$ cat src/rtl/sync_raster_pkg.sv
package sync_raster_pkg;
    localparam int SEQ_N   = 16;
    localparam int TYPE_N  = 16;
    localparam int SLOT_N  = 8;
    localparam int PAT_N   = 8;
    localparam int PAIR_N  = 4;
    localparam int VAL_N   = 8;
    localparam int CNT_W   = 10;
    localparam int DUR_W   = 12;
    localparam int LVL_W   = 8;
    localparam int CH_N    = 3;
    localparam int G_CH    = 1;
    localparam int ADDR_W  = 8;

    localparam int SEQ_W   = $clog2(SEQ_N);
    localparam int TYPE_W  = $clog2(TYPE_N);
    localparam int PTR_W   = $clog2(PAT_N);
    localparam int VAL_W   = $clog2(VAL_N);
    localparam int SEL_W   = VAL_W + 1;
    localparam int PAIR_W  = $clog2(PAIR_N);
    localparam int POS_W   = $clog2(SLOT_N * PAIR_N);
    localparam int PIX_W   = CH_N * LVL_W;
    localparam int DATA_W  = SLOT_N * PTR_W;
    localparam int IDX_W   = ADDR_W - 2;

    localparam int SEQ_TYPE_LSB  = CNT_W;
    localparam int CTRL_LAST_LSB = 4;
    localparam int CTRL_IDX      = SEQ_N;
    localparam int SEL_LSB       = DUR_W;
    localparam int HS_BIT        = LVL_W;
    localparam int VS_BIT        = LVL_W + 1;

    localparam logic [1:0] TBL_SEQ  = 2'd0;
    localparam logic [1:0] TBL_TYPE = 2'd1;
    localparam logic [1:0] TBL_PAT  = 2'd2;
    localparam logic [1:0] TBL_VAL  = 2'd3;

    typedef logic [SEQ_N-1:0][TYPE_W-1:0]              seq_type_t;
    typedef logic [SEQ_N-1:0][CNT_W-1:0]               seq_cnt_t;
    typedef logic [SLOT_N-1:0][PTR_W-1:0]              slots_t;
    typedef slots_t [TYPE_N-1:0]                       type_tab_t;
    typedef logic [PAT_N-1:0][PAIR_N-1:0][DUR_W-1:0]   pat_dur_t;
    typedef logic [PAT_N-1:0][PAIR_N-1:0][SEL_W-1:0]   pat_sel_t;
    typedef logic [VAL_N-1:0][LVL_W-1:0]               val_lvl_t;

    typedef struct packed {
        seq_type_t          seq_type;
        seq_cnt_t           seq_cnt;
        type_tab_t          type_ptr;
        pat_dur_t           pat_dur;
        pat_sel_t           pat_sel;
        val_lvl_t           val_lvl;
        logic [VAL_N-1:0]   val_hs;
        logic [VAL_N-1:0]   val_vs;
        logic               en;
        logic [SEQ_W-1:0]   last;
    } cfg_t;

    typedef struct packed {
        logic [SEQ_W-1:0]   seq;
        logic [CNT_W-1:0]   line;
        logic [POS_W-1:0]   pos;
        logic               active;
        logic [DUR_W-1:0]   dur;
    } eng_t;

    typedef struct packed {
        logic [PIX_W-1:0]   pix;
        logic               hs;
        logic               vs;
    } out_t;
endpackage

$ cat src/rtl/srg_cfg_regs.sv
module srg_cfg_regs
    import sync_raster_pkg::*;
(
    input  logic              clk,
    input  logic              rst_n,
    input  logic              we,
    input  logic [ADDR_W-1:0] addr,
    input  logic [DATA_W-1:0] wdata,
    output cfg_t              cfg
);
    cfg_t cfg_d, cfg_q;
    logic [1:0]        tbl;
    logic [IDX_W-1:0]  idx;
    logic [IDX_W-PAIR_W-1:0] pe;
    logic [PAIR_W-1:0] pp;

    assign tbl = addr[ADDR_W-1 -: 2];
    assign idx = addr[IDX_W-1:0];
    assign pe  = idx[IDX_W-1:PAIR_W];
    assign pp  = idx[PAIR_W-1:0];

    always_comb begin
        cfg_d = cfg_q;
        if (we) begin
            case (tbl)
                TBL_SEQ: begin
                    if (int'(idx) < SEQ_N) begin
                        cfg_d.seq_cnt[idx[SEQ_W-1:0]]  = wdata[CNT_W-1:0];
                        cfg_d.seq_type[idx[SEQ_W-1:0]] = wdata[SEQ_TYPE_LSB +: TYPE_W];
                    end else if (int'(idx) == CTRL_IDX) begin
                        cfg_d.en   = wdata[0];
                        cfg_d.last = wdata[CTRL_LAST_LSB +: SEQ_W];
                    end
                end
                TBL_TYPE: begin
                    if (idx != '0 && int'(idx) < TYPE_N)
                        cfg_d.type_ptr[idx[TYPE_W-1:0]] = wdata;
                end
                TBL_PAT: begin
                    if (pe != '0 && int'(pe) < PAT_N) begin
                        cfg_d.pat_dur[pe[PTR_W-1:0]][pp] = wdata[DUR_W-1:0];
                        cfg_d.pat_sel[pe[PTR_W-1:0]][pp] = wdata[SEL_LSB +: SEL_W];
                    end
                end
                default: begin
                    if (int'(idx) < VAL_N) begin
                        cfg_d.val_lvl[idx[VAL_W-1:0]] = wdata[LVL_W-1:0];
                        cfg_d.val_hs[idx[VAL_W-1:0]]  = wdata[HS_BIT];
                        cfg_d.val_vs[idx[VAL_W-1:0]]  = wdata[VS_BIT];
                    end
                end
            endcase
        end
    end

    always_ff @(posedge clk or negedge rst_n) begin
        if (!rst_n) cfg_q <= '0;
        else        cfg_q <= cfg_d;
    end

    assign cfg = cfg_q;
endmodule

$ cat src/rtl/srg_pos_finder.sv
module srg_pos_finder
    import sync_raster_pkg::*;
(
    input  slots_t           ptrs,
    input  pat_dur_t         durs,
    input  logic             from_start,
    input  logic [POS_W-1:0] cur_pos,
    output logic             found,
    output logic [POS_W-1:0] pos
);
    logic ended;

    always_comb begin
        found = 1'b0;
        pos   = '0;
        ended = 1'b0;
        for (int s = 0; s < SLOT_N; s++) begin
            if (ptrs[s] == '0) ended = 1'b1;
            for (int p = 0; p < PAIR_N; p++) begin
                if (!ended && !found &&
                    (from_start || (s * PAIR_N + p) > int'(cur_pos)) &&
                    durs[ptrs[s]][p] != '0) begin
                    found = 1'b1;
                    pos   = POS_W'(s * PAIR_N + p);
                end
            end
        end
    end
endmodule

$ cat src/rtl/srg_engine.sv
module srg_engine
    import sync_raster_pkg::*;
(
    input  logic             clk,
    input  logic             rst_n,
    input  logic             en,
    input  logic [SEQ_W-1:0] last,
    input  seq_type_t        seq_type,
    input  seq_cnt_t         seq_cnt,
    input  type_tab_t        type_ptr,
    input  pat_dur_t         pat_dur,
    input  pat_sel_t         pat_sel,
    output eng_t             st,
    output logic [PTR_W-1:0] cur_ptr,
    output logic [DUR_W-1:0] cur_lim,
    output logic [SEL_W-1:0] cur_sel
);
    eng_t st_d, st_q;

    slots_t             cur_slots, nxt_slots;
    logic [SEQ_W-1:0]   seq_adv, seq_n;
    logic [CNT_W:0]     line_inc;
    logic               line_last, pair_done;
    logic               a_found, b_found;
    logic [POS_W-1:0]   a_pos, b_pos;

    assign cur_slots = type_ptr[seq_type[st_q.seq]];
    assign cur_ptr   = cur_slots[st_q.pos[POS_W-1:PAIR_W]];
    assign cur_lim   = pat_dur[cur_ptr][st_q.pos[PAIR_W-1:0]];
    assign cur_sel   = pat_sel[cur_ptr][st_q.pos[PAIR_W-1:0]];

    assign line_inc  = {1'b0, st_q.line} + {{CNT_W{1'b0}}, 1'b1};
    assign line_last = line_inc >= {1'b0, seq_cnt[st_q.seq]};
    assign seq_adv   = !line_last ? st_q.seq :
                       (st_q.seq == last) ? '0 : st_q.seq + SEQ_W'(1);
    assign seq_n     = en ? seq_adv : '0;
    assign nxt_slots = type_ptr[seq_type[seq_n]];
    assign pair_done = !st_q.active || (st_q.dur == cur_lim - DUR_W'(1));

    srg_pos_finder u_find_cur (
        .ptrs       (cur_slots),
        .durs       (pat_dur),
        .from_start (1'b0),
        .cur_pos    (st_q.pos),
        .found      (a_found),
        .pos        (a_pos)
    );

    srg_pos_finder u_find_next (
        .ptrs       (nxt_slots),
        .durs       (pat_dur),
        .from_start (1'b1),
        .cur_pos    ('0),
        .found      (b_found),
        .pos        (b_pos)
    );

    always_comb begin
        st_d = st_q;
        if (!en) begin
            st_d.seq    = '0;
            st_d.line   = '0;
            st_d.pos    = b_pos;
            st_d.active = b_found;
            st_d.dur    = '0;
        end else if (!pair_done) begin
            st_d.dur = st_q.dur + DUR_W'(1);
        end else if (a_found) begin
            st_d.pos = a_pos;
            st_d.dur = '0;
        end else begin
            st_d.seq    = seq_n;
            st_d.line   = line_last ? '0 : line_inc[CNT_W-1:0];
            st_d.pos    = b_pos;
            st_d.active = b_found;
            st_d.dur    = '0;
        end
    end

    always_ff @(posedge clk or negedge rst_n) begin
        if (!rst_n) st_q <= '0;
        else        st_q <= st_d;
    end

    assign st = st_q;
endmodule

$ cat src/rtl/srg_out_stage.sv
module srg_out_stage
    import sync_raster_pkg::*;
(
    input  logic             clk,
    input  logic             rst_n,
    input  logic             en,
    input  logic             active,
    input  logic [SEL_W-1:0] sel,
    input  val_lvl_t         val_lvl,
    input  logic [VAL_N-1:0] val_hs,
    input  logic [VAL_N-1:0] val_vs,
    input  logic [PIX_W-1:0] pix_in,
    output out_t             out
);
    out_t out_d, out_q;
    logic             drive;
    logic [LVL_W-1:0] lvl;
    logic             g_only;
    logic [PIX_W-1:0] pix_sub;

    assign drive  = en && active;
    assign lvl    = val_lvl[sel[VAL_W-1:0]];
    assign g_only = sel[SEL_W-1];

    for (genvar ch = 0; ch < CH_N; ch++) begin : g_ch
        logic take;
        assign take = drive && (!g_only || ch == G_CH);
        assign pix_sub[ch*LVL_W +: LVL_W] = take ? lvl : pix_in[ch*LVL_W +: LVL_W];
    end

    always_comb begin
        out_d.pix = pix_sub;
        out_d.hs  = drive && val_hs[sel[VAL_W-1:0]];
        out_d.vs  = drive && val_vs[sel[VAL_W-1:0]];
    end

    always_ff @(posedge clk or negedge rst_n) begin
        if (!rst_n) out_q <= '0;
        else        out_q <= out_d;
    end

    assign out = out_q;
endmodule

$ cat src/rtl/sync_raster_gen.sv
module sync_raster_gen
    import sync_raster_pkg::*;
(
    input  logic              clk,
    input  logic              rst_n,
    input  logic              cfg_we,
    input  logic [ADDR_W-1:0] cfg_addr,
    input  logic [DATA_W-1:0] cfg_wdata,
    input  logic [PIX_W-1:0]  pix_in,
    output logic [PIX_W-1:0]  pix_out,
    output logic              hsync_out,
    output logic              vsync_out
);
    cfg_t             cfg;
    eng_t             eng_st;
    logic [PTR_W-1:0] cur_ptr;
    logic [DUR_W-1:0] cur_lim;
    logic [SEL_W-1:0] cur_sel;
    out_t             out;

    srg_cfg_regs u_cfg (
        .clk   (clk),
        .rst_n (rst_n),
        .we    (cfg_we),
        .addr  (cfg_addr),
        .wdata (cfg_wdata),
        .cfg   (cfg)
    );

    srg_engine u_eng (
        .clk      (clk),
        .rst_n    (rst_n),
        .en       (cfg.en),
        .last     (cfg.last),
        .seq_type (cfg.seq_type),
        .seq_cnt  (cfg.seq_cnt),
        .type_ptr (cfg.type_ptr),
        .pat_dur  (cfg.pat_dur),
        .pat_sel  (cfg.pat_sel),
        .st       (eng_st),
        .cur_ptr  (cur_ptr),
        .cur_lim  (cur_lim),
        .cur_sel  (cur_sel)
    );

    srg_out_stage u_out (
        .clk     (clk),
        .rst_n   (rst_n),
        .en      (cfg.en),
        .active  (eng_st.active),
        .sel     (cur_sel),
        .val_lvl (cfg.val_lvl),
        .val_hs  (cfg.val_hs),
        .val_vs  (cfg.val_vs),
        .pix_in  (pix_in),
        .out     (out)
    );

    assign pix_out   = out.pix;
    assign hsync_out = out.hs;
    assign vsync_out = out.vs;
endmodule

$ cat config.mk
export PLATFORM = sky130hd
export DESIGN_NAME = sync_raster_gen
export DESIGN_NICKNAME = d
export VERILOG_FILES = /design/src/rtl/sync_raster_pkg.sv /design/src/rtl/srg_cfg_regs.sv /design/src/rtl/srg_pos_finder.sv /design/src/rtl/srg_engine.sv /design/src/rtl/srg_out_stage.sv /design/src/rtl/sync_raster_gen.sv
export SDC_FILE = /design/constraint.sdc
export NUM_CORES = 2
export LEC_CHECK = 0
export BUFFER_PORTS_ARGS = -buffer_cell sky130_fd_sc_hd__buf_4
export CAP_MARGIN = 15
export CORE_UTILIZATION = 50
export CTS_CLUSTER_DIAMETER = 40
export DETAILED_ROUTE_END_ITERATION = 8
export PLACE_DENSITY = 0.63
export REMOVE_ABC_BUFFERS = 1
export SLEW_MARGIN = 40
export SYNTH_ARGS = -nofsm -noshare
export SYNTH_HDL_FRONTEND = slang
export SYNTH_SLANG_ARGS = --single-unit
$ cat constraint.sdc
create_clock -name clk -period 16.6 [get_ports clk]
set_input_delay 1.66 -clock clk [delete_from_list [all_inputs] [get_ports clk]]
set_output_delay 1.66 -clock clk [all_outputs]
set_load 0.005 [all_outputs]
==> flow_summary.ini <==
[status]
status = finished with violations
violations = design-rule violations

[layout]
area_delta_synth_final_pct = 12.5
fin_nets = 6809
drive_gt1_share_pct = 29.6
final_core_util_pct = 56.6

[detailed_routing]
drc = 4
postRouteAntennaNets = 0
routed_via_density = 6.97
dr_total_vias = 61552
wl_met3_um = 32900
wl_met2_um = 118000
maxUsedRoutingLayer = met5
wl_per_cell_um = 31.7
wl_met1_um = 112000
routed_wl_um = 280000
drt_iter0_drc = 8154
dr.pass1.iters = 9

[min_path]
hold_end = u_cfg.cfg[95]
hp-class = flip-flop to flip-flop
hold_depth = 0
holdCritStartpoint = u_cfg.cfg[95]

[timing]
hold_viol_final = 0
post-route-period-util_pct = 67.0
rsz0062_at_grt = no
max_freq_mhz = 89.9
finalCriticalPeriod_ns = 11.12
setup_viol = 0
worstMarginPinSlew_ns = 1.01
drv_slew = 0
finClkSkew_ns = 0.0790
relSlewSlack_pct = 32.3

[place]
hpwl_um = 179000
port_buffers = 84
gp_congestion = 1.04

[clock_network]
cts_setup_buffers = 0
clockBufferDepth = 3
htree_levels = 4
clkSinkCount = 1263
cts_resized = 0
ctsHoldBuffers = 0
cts_tree = yes
clkLatencyLatePin_ns = 0.86
root_buffer = clkbuf_16
path_clk_slew_ns = 0.06
cts_made_buffers = 197

[setup_path]
crit_top_cell = buf_4
arrival_ns = 11.84
slowest_stage = buf_4
cp_max_fo = 64
endpoint_kind = flip-flop
r2r_cells = 26
r2r_start = u_eng.st[28]
r2r-end = u_eng.st[22]
required_ns = 17.31
critPathLaunchType = flip-flop
regToRegSetupSlack_ns = 5.48
slowest_delay_ns = 0.83
critical_path_class = flip-flop to flip-flop

[floorplanning]
die-height_um = 385
io_pins = 85
die_w_um = 385
start_util_pct = 50.3
core_area_um2 = 146000
dieArea_um2 = 148000
rows = 140

[yosys]
yosysTopAreaCell = dfrtp_1
syn_avg_cell_area_um2 = 10.6
synth_common_cells = 1,263 x dfrtp_1, 1,119 x mux2_2, 775 x nand2_1, 449 x clkbuf_1, 397 x mux2i_1
synth_ff_type = dfrtp_1
synth.most_common_cell = dfrtp_1
yosysWarnings = 0
syn_area_um2 = 73300
syn-instance-count = 6945
synthDistinctLibCells = 123
synth_area_leaders = dfrtp_1 43%, mux2_2 17%, mux2i_1 5.4%, nand2_1 4.0%, mux4_2 3.2%
synth_edf_count = 0
ys_ff_latch = 1263
seq_area_frac_synth_pct = 43.1
async_flop_share_pct = 100
synth_top_area_share_pct = 43.1

[pwr]
p_leak_nw = 37.2
combPwrFrac_pct = 32.6
p_int_w = 0.00700
total_power_w = 0.0114
net-switching-power_w = 0.00437
irDropWorstVdd_uv = 148
p_seq_share_pct = 29.4
p_per_area_nw_per_um2 = 138
p_sw_share_pct = 38.5
clockPowerShare_pct = 38.0

[global_routing]
grt_first_pass_wirelength_um = 408000
overflow = 0
grt_start_max_net_pins = 161
grt.total_usage_pct = 37.3
antenna_found_initial = 20
grt_pass1_vias = 58784

[flow_run]
drv_cap = 0
==> registers in the layout, summed over array words and instances, names as in the netlist <==
register / flops
u_cfg.cfg: 1205
u_eng.st: 32
u_out.out: 26
==> cell usage in the layout, fill, tap and decap left out, types with 22 or more instances in the layout <==
cell type,Yosys,routed
a22oi_1,52,52
and4_1,36,35
inv_6,0,25
o22ai_1,38,36
clkbuf_16,0,197
nand4_1,73,73
buf_4,46,248
and2_1,30,30
nand2_2,4,26
o21ai_0,201,197
a32oi_1,37,37
nor3_1,87,80
inv_1,96,96
a311oi_1,40,39
and3_1,95,90
o211ai_1,84,84
clkinvlp_4,0,23
a221oi_1,59,59
clkinv_2,0,27
nand2_1,775,753
dfrtp_1,1263,1260
o21ai_1,23,24
a2111oi_0,24,22
nand3_1,368,360
mux2i_1,397,395
nor2b_1,33,33
a31oi_1,61,60
a21oi_1,219,217
nor2_1,218,196
nor4_1,129,121
mux2_2,1119,1119
bufinv_16,0,22
a211oi_1,100,98
mux4_2,103,103
==> worst max-delay path by stage <==
stage / to / cells past startpoint / start / slack, ns
2_1_floorplan: u_eng.st[20] / 21 / u_eng.st[28] / -12.26
3_3_place_gp: u_eng.st[20] / 27 / u_eng.st[28] / 5.43
3_5_place_dp: u_eng.st[21] / 26 / u_eng.st[28] / 5.45
4_1_cts: u_eng.st[22] / 26 / u_eng.st[28] / 5.45
5_1_grt: u_eng.st[21] / 26 / u_eng.st[28] / 5.07
6_report: u_eng.st[22] / 26 / u_eng.st[28] / 5.48
==> cell type report <==
cell class / count / area, um^2
inverters: 99 / 372
multi-input cells: 4895 / 38700
clock buffers: 233 / 5250
fillers: 12279 / 63100
repair buffers: 280 / 2390
well taps: 1917 / 2400
clock inverters: 136 / 1740
diodes: 6 / 15.0
flip-flops and latches: 1263 / 31600
==> critical path: cells and delay by family (launching register included) <==
kind,cells,cell delay (ns)
flops,1,0.67
simple gates,8,3.00
compound gates,9,2.42
buf+inv,6,3.36
mux,3,1.27
==> power by group through the flow <==
stage	Combinational (W)	Sequential (W)	Clock, W
after CTS	0.00355	0.00334	0.00436
after detailed placement	0.00353	0.00339	0
after global placement	0.00349	0.00338	0
after global routing	0.00384	0.00335	0.00450
final	0.00371	0.00334	0.00433
after floorplan	0.00224	0.00336	0
==> cells by family (layout without fill, tap and decap cells) <==
| logic type | Yosys count | in the layout | synth area share [%] |
|---|---|---|---|
| flip-flops | 1263 | 1263 | 43.1 |
| adder cells (fa/ha/maj) | 14 | 14 | 0.239 |
| buffers and inverters | 787 | 748 | 4.90 |
| multiplexers | 1625 | 1625 | 25.9 |
| AO/OA/AOI/OAI | 1275 | 1275 | 12.6 |
| other | 0 | 6 | 0 |
| AND/OR/NAND/NOR | 1950 | 1950 | 12.9 |
| XOR/XNOR | 31 | 31 | 0.371 |
==> metal layers <==
| metal | global-route usage [%] | vias up |
|---|---|---|
| met5 | 0 | - |
| met4 | 19.5 | 28 |
| met3 | 10.7 | 972 |
| met2 | 53.9 | 4022 |
| met1 | 50.8 | 30983 |
| li1 | - | 25547 |
==> stage by stage <==
stage | instances | setup TNS (ns) | area [um^2] | setup slack [ns] | hold slack (ns)
floorplan | 6257 | -648.62 | 70100 | -12.26 | 0.354
global placement | 8440 | 0 | 74900 | 5.43 | 0.364
detailed placement | 8452 | 0 | 75300 | 5.45 | 0.365
CTS | 8821 | 0 | 82300 | 5.45 | 0.379
global route | 8823 | 0 | 82400 | 5.07 | 0.384
finish | 8829 | 0 | 82400 | 5.48 | 0.375
Note: power is estimated with default switching activity, not from simulation.
